===== config.mk =====
export PLATFORM = sky130hd
export DESIGN_NAME = fifo_uniq_top
export DESIGN_NICKNAME = d
export VERILOG_FILES = /design/src/rtl/fifo_uniq_pkg.sv /design/src/rtl/fifo_uniq_store.sv /design/src/rtl/fifo_uniq_occ.sv /design/src/rtl/fifo_uniq_top.sv
export SDC_FILE = /design/constraint.sdc
export NUM_CORES = 1
export LEC_CHECK = 0
export ABC_AREA = 0
export CAP_MARGIN = 10
export CELL_PAD_IN_SITES_DETAIL_PLACEMENT = 1
export CELL_PAD_IN_SITES_GLOBAL_PLACEMENT = 1
export CORE_MARGIN = 10
export CORE_UTILIZATION = 54
export DETAILED_ROUTE_END_ITERATION = 16
export MAX_ROUTING_LAYER = met4
export PLACE_DENSITY_LB_ADDON = 0.1
export SETUP_SLACK_MARGIN = 0.02
export SLEW_MARGIN = 20
export SYNTH_ARGS = -nofsm -noshare
export SYNTH_HDL_FRONTEND = slang
export SYNTH_SLANG_ARGS = --single-unit

===== constraint.sdc =====
create_clock -name clk -period 13.4 [get_ports clk]
set_clock_uncertainty 0.15 [all_clocks]
set_input_delay 2.01 -clock clk [delete_from_list [all_inputs] [get_ports clk]]
set_output_delay 2.01 -clock clk [all_outputs]
set_load 0.05 [all_outputs]

===== src/rtl/fifo_uniq_pkg.sv =====
package fifo_uniq_pkg;

    localparam int unsigned DEF_DW     = 4;
    localparam int unsigned DEF_DEPTH  = 32;
    localparam int unsigned DEF_THRESH = 7;

    // Per-value occurrence counter update chosen each cycle
    typedef enum logic [1:0] {
        OCC_HOLD = 2'b00,
        OCC_INC  = 2'b01,
        OCC_DEC  = 2'b10
    } occ_step_e;

    // Change to the distinct-value count in one cycle
    typedef struct packed {
        logic gain;
        logic lose;
    } dist_delta_t;

    // Accepted operations for one cycle, after gating by full/empty
    typedef struct packed {
        logic wr;
        logic rd;
    } fifo_op_t;

    function automatic occ_step_e occ_step(input logic inc, input logic dec);
        if (inc && !dec)      return OCC_INC;
        else if (dec && !inc) return OCC_DEC;
        else                  return OCC_HOLD;
    endfunction

    function automatic int unsigned cnt_w(input int unsigned max_val);
        return (max_val < 2) ? 1 : $clog2(max_val + 1);
    endfunction

endpackage


===== src/rtl/fifo_uniq_store.sv =====
module fifo_uniq_store
    import fifo_uniq_pkg::*;
#(
    parameter int unsigned DW    = DEF_DW,
    parameter int unsigned DEPTH = DEF_DEPTH
) (
    input  logic          clk,
    input  logic          rst,
    input  logic          wr_en,
    input  logic [DW-1:0] wr_val,
    input  logic          rd_en,
    output logic [DW-1:0] rd_val,
    output logic          full,
    output logic          empty
);
    localparam int unsigned AW = (DEPTH < 2) ? 1 : $clog2(DEPTH);
    localparam int unsigned LW = cnt_w(DEPTH);

    logic [DW-1:0] mem [DEPTH];
    logic [AW-1:0] wr_ptr;
    logic [AW-1:0] rd_ptr;
    logic [LW-1:0] level;

    function automatic logic [AW-1:0] ptr_next(input logic [AW-1:0] p);
        return (p == AW'(DEPTH - 1)) ? '0 : p + 1'b1;
    endfunction

    always_ff @(posedge clk) begin
        if (wr_en) mem[wr_ptr] <= wr_val;
    end

    always_ff @(posedge clk) begin
        if (rst) begin
            wr_ptr <= '0;
            rd_ptr <= '0;
            level  <= '0;
        end else begin
            if (wr_en) wr_ptr <= ptr_next(wr_ptr);
            if (rd_en) rd_ptr <= ptr_next(rd_ptr);
            case ({wr_en, rd_en})
                2'b10:   level <= level + 1'b1;
                2'b01:   level <= level - 1'b1;
                default: level <= level;
            endcase
        end
    end

    assign rd_val = mem[rd_ptr];
    assign full   = (level == LW'(DEPTH));
    assign empty  = (level == '0);

endmodule


===== src/rtl/fifo_uniq_occ.sv =====
module fifo_uniq_occ
    import fifo_uniq_pkg::*;
#(
    parameter int unsigned DW     = DEF_DW,
    parameter int unsigned DEPTH  = DEF_DEPTH,
    parameter int unsigned THRESH = DEF_THRESH,
    localparam int unsigned NV    = 1 << DW,
    localparam int unsigned DCW   = cnt_w(NV)
) (
    input  logic           clk,
    input  logic           rst,
    input  logic           wr_en,
    input  logic [DW-1:0]  wr_val,
    input  logic           rd_en,
    input  logic [DW-1:0]  rd_val,
    output logic [DCW-1:0] distinct,
    output logic           flag
);
    localparam int unsigned OCW = cnt_w(DEPTH);

    logic        is_zero [NV];
    logic        is_one  [NV];
    dist_delta_t delta;
    logic [DCW-1:0] dist_q;
    logic [DCW-1:0] dist_nxt;
    logic        flag_q;

    for (genvar v = 0; v < NV; v++) begin : g_val
        logic [OCW-1:0] occ_q;
        occ_step_e      stp;

        assign stp = occ_step(wr_en && (wr_val == DW'(v)),
                              rd_en && (rd_val == DW'(v)));

        always_ff @(posedge clk) begin
            if (rst) begin
                occ_q <= '0;
            end else begin
                case (stp)
                    OCC_INC: occ_q <= occ_q + 1'b1;
                    OCC_DEC: occ_q <= occ_q - 1'b1;
                    default: occ_q <= occ_q;
                endcase
            end
        end

        assign is_zero[v] = (occ_q == '0);
        assign is_one[v]  = (occ_q == OCW'(1));
    end

    always_comb begin
        delta.gain = wr_en && is_zero[wr_val];
        delta.lose = rd_en && is_one[rd_val] && !(wr_en && (wr_val == rd_val));
        case ({delta.gain, delta.lose})
            2'b10:   dist_nxt = dist_q + 1'b1;
            2'b01:   dist_nxt = dist_q - 1'b1;
            default: dist_nxt = dist_q;
        endcase
    end

    always_ff @(posedge clk) begin
        if (rst) begin
            dist_q <= '0;
            flag_q <= 1'b0;
        end else begin
            dist_q <= dist_nxt;
            flag_q <= (dist_nxt >= DCW'(THRESH));
        end
    end

    assign distinct = dist_q;
    assign flag     = flag_q;

endmodule


===== src/rtl/fifo_uniq_top.sv =====
module fifo_uniq_top
    import fifo_uniq_pkg::*;
#(
    parameter int unsigned DW     = DEF_DW,
    parameter int unsigned DEPTH  = DEF_DEPTH,
    parameter int unsigned THRESH = DEF_THRESH,
    localparam int unsigned DCW   = cnt_w(1 << DW)
) (
    input  logic           clk,
    input  logic           rst,
    input  logic           push,
    input  logic [DW-1:0]  wr_data,
    input  logic           pop,
    output logic [DW-1:0]  rd_data,
    output logic           full,
    output logic           empty,
    output logic [DCW-1:0] distinct_cnt,
    output logic           many_vals
);
    fifo_op_t      op;
    logic          st_full;
    logic          st_empty;
    logic [DW-1:0] head;

    // A refused request takes effect nowhere, so storage and table stay aligned
    always_comb begin
        op.wr = push && !st_full;
        op.rd = pop  && !st_empty;
    end

    fifo_uniq_store #(
        .DW    (DW),
        .DEPTH (DEPTH)
    ) u_store (
        .clk    (clk),
        .rst    (rst),
        .wr_en  (op.wr),
        .wr_val (wr_data),
        .rd_en  (op.rd),
        .rd_val (head),
        .full   (st_full),
        .empty  (st_empty)
    );

    fifo_uniq_occ #(
        .DW     (DW),
        .DEPTH  (DEPTH),
        .THRESH (THRESH)
    ) u_occ (
        .clk      (clk),
        .rst      (rst),
        .wr_en    (op.wr),
        .wr_val   (wr_data),
        .rd_en    (op.rd),
        .rd_val   (head),
        .distinct (distinct_cnt),
        .flag     (many_vals)
    );

    assign rd_data = head;
    assign full    = st_full;
    assign empty   = st_empty;

endmodule


==> impl_results.md <==
- Cell Area, Synth: between 0.01 and 0.015 sq mm
- Area contributors post-synth: edfxtp_1, dfxtp_1, ha_1
- Initial Utilization: 55.1%
- Clk network pwr share: 35.0%
- Yosys warns: 0
- Routability Congestion: 0.813
- Die X: 175 um
- F_max: 161 MHz
- P_leak: just over 0.005 uW
- Sw Share: between 30% and 40%
- Most common cell after layout, fill and taps aside: nor2_1
- Fillers: about 2500
- Peak VDD IR: around 0.11 mV
- Max_cap viols: 0
- Setup TNS: 0 ns
- Worst slew margin: 33.0%
- CTS tree: yes
- CTS max path bufs: 3
- Placed insts: approximately 1500
- Buffers on Ports: 19
- Post-Layout Cell Count: approximately 1600
- DR pass1 iterations: 5
- Vias in the first global route: 9621
- # diodes: 0
- Type of origin of the critical path: flop
- Share of cells above drive strength 1: around 7.4%
- Skew-Pair Late Insertion Delay: 0.55 ns
- Psw: 690 uW
- Core box area: 0.0236 sq mm
- Minimum clock period: about 6.2 ns
- Nets: 1330
- Endpoint class of the critical path: output port
- DPL Wire Length: 21700 um
- Clock Pin Slew Worst Setup and Hold Paths: 0.06 ns
- Avg Cell Area, Syn: 10.6 sq um
- Synth Instances: 1229
- Combinational fraction of design power: approximately a quarter
- Largest net degree at the start of global routing: 64
- Resize count post-CTS: 0
- Wirelength, routed: 32100 um
- Reg power frac: 40.8%
- RSZ-0062 raised after global routing: false
- First-pass GRT wire length: 52000 um
- Cell Chain, Critical Path: buf_4 -> mux4_1 -> mux4_2 -> mux2i_4 -> inv_1 -> clkdlybuf4s50_1
- Layout area overhead: 9.81%
- Synth Register Bits: 251
- Hold Vio Cnt, Final: 0
- Via count: 9165
- Total grt overflow: 0
- PD cells: roughly 150 mW/mm^2
- CP required: ~11 ns
- # Post-CTS Setup Buffers: 0
- Fin crit share: 46.3%
- Syn Nets: roughly 1300
- Sequential share of the synthesized area: 48.4%
- Wirelength per Cell: 20.5 um
- Die area: 0.0307 sq mm
- CP Max Fanout: 33
- EDFF count, synth: ~130
- Most frequent cells in the layout: nor2_1, edfxtp_1, dfxtp_1, ha_1, nand2_1
- Hold buffer count at cts: 0
- Dominant synthesized flop cell: edfxtp_1
- Outcome: completed
- Initial antenna violation count: 0
- Num Clock Sinks: 251
- Synth area leader: edfxtp_1
- # IOs: 20
- Share of the synthesized area in the top cell type: 29.5%
- Hold WC Path Type: flop to flop
- Vert. Die Dim: 175 um
- Final setup fails: 0
- CP peak stage delay: ~0.77 ns
- H-tree depth: 1
- Row count: 56
- Root buffer cell: clkbuf_16
- DR vias/cell: 5.86
- Number of DRC markers in iteration 0: 560
- Distinct cells, synth: 55
- Hold path start: u_store.rd_ptr[4]$_SDFFE_PP0P_
- Max Slew Vio Count: 0
- CP max stage cell: clkdlybuf4s50_1
- Number of CTS-inserted buffers: 27
- DRC: 0
- Slew @ Worst Pin: 0.995 ns
- Crit Path Category: flop to output port
- Async set or reset register ratio after synthesis: 0%
- Global-route usage over all layers: 21.3%
- Worst EP arrival: between 4 and 5 ns
- Cell-internal power: 1480 uW
- Remaining antenna violation count: 0
## final cells by class
type / count / area [sq um] / area share [%]
multi-input cells: 873 / 6280 / 43.9
repair buffers: 27 / 238 / 1.66
clock buffers: 35 / 726 / 5.08
flip-flops and latches: 251 / 6310 / 44.1
well taps: 319 / 399 / 2.79
clock inverters: 15 / 184 / 1.29
inverters: 44 / 165 / 1.16
## per-layer routing
metal / global-route usage, % / vias to the layer above / routed length, um
met4: 5.93 / 0 / 686
met1: 25.0 / 4535 / 13400
met3: 3.00 / 47 / 1250
met2: 37.7 / 171 / 16800
li1: - / 4412 / -
met5: - / - / 0
## path summary, 6_finish.rpt
kind              slack (ns)                    end  depth (start not counted)
setup / recovery        7.20             rd_data[0]                          6
hold / removal          0.34                   flop                          2
setup reg to reg        7.92  u_occ.flag$_SDFF_PP0_                         16
hold reg to reg         0.34                   flop                          2
## cell usage after synthesis (37+ instances only)
| cell type | count |
|---|---|
| nor2_1 | 181 |
| xor2_1 | 57 |
| ha_1 | 96 |
| nand2_1 | 94 |
| a31oi_1 | 37 |
| clkbuf_1 | 48 |
| edfxtp_1 | 128 |
| dfxtp_1 | 123 |
| a21oi_1 | 56 |
| inv_1 | 44 |
| or3_1 | 37 |
| o21ai_0 | 57 |
## registers in the layout (all words and copies together) (netlist names), named ones only
| register | cells |
|---|---|
| u_store.mem | 128 |
| u_store.rd_ptr | 5 |
| u_store.level | 6 |
| u_occ.flag | 1 |
| u_store.wr_ptr | 5 |
| u_occ.g_val.occ_q | 96 |
| u_occ.distinct | 5 |
## through the flow
step	util [%]	cell area, sq um	power (uW)	setup WS, ns	hold slack (ns)
final	60.6	14300	2170	7.20	0.342
after global routing	60.6	14300	2280	7.02	0.380
after CTS	60.6	14300	2200	7.14	0.349
after detailed placement	56.7	13400	1430	7.57	0.343
after global placement	56.7	13400	1410	7.73	0.329
after floorplan	-	13000	1270	8.49	0.304
## worst max-delay path, delay by kind of cell, from the launching register on
kind                   cells  cell delay [ns]
muxes                      3             1.66
buffers and inverters      3             1.48
DFF                        1             0.32
## power groups by stage
stage | Clock [uW] | Combinational (uW) | Sequential [uW]
2_1_floorplan | 0 | 366 | 909
3_3_place_gp | 0 | 511 | 900
3_5_place_dp | 0 | 523 | 902
4_1_cts | 778 | 531 | 887
5_1_grt | 805 | 580 | 893
6_report | 760 | 527 | 887
## kinds of logic (layout without fill, tap and decap cells)
group	after synthesis	count (layout)	share of synthesized area (%)
flip-flops	251	251	48.4
XOR/XNOR	78	78	5.25
multiplexers	59	59	7.73
AND/OR/NAND/NOR	441	441	16.8
adder cells (fa/ha/maj)	98	98	9.53
buffers and inverters	105	121	3.34
AO/OA/AOI/OAI	197	197	8.89
Power figures use the tool's default switching activity.
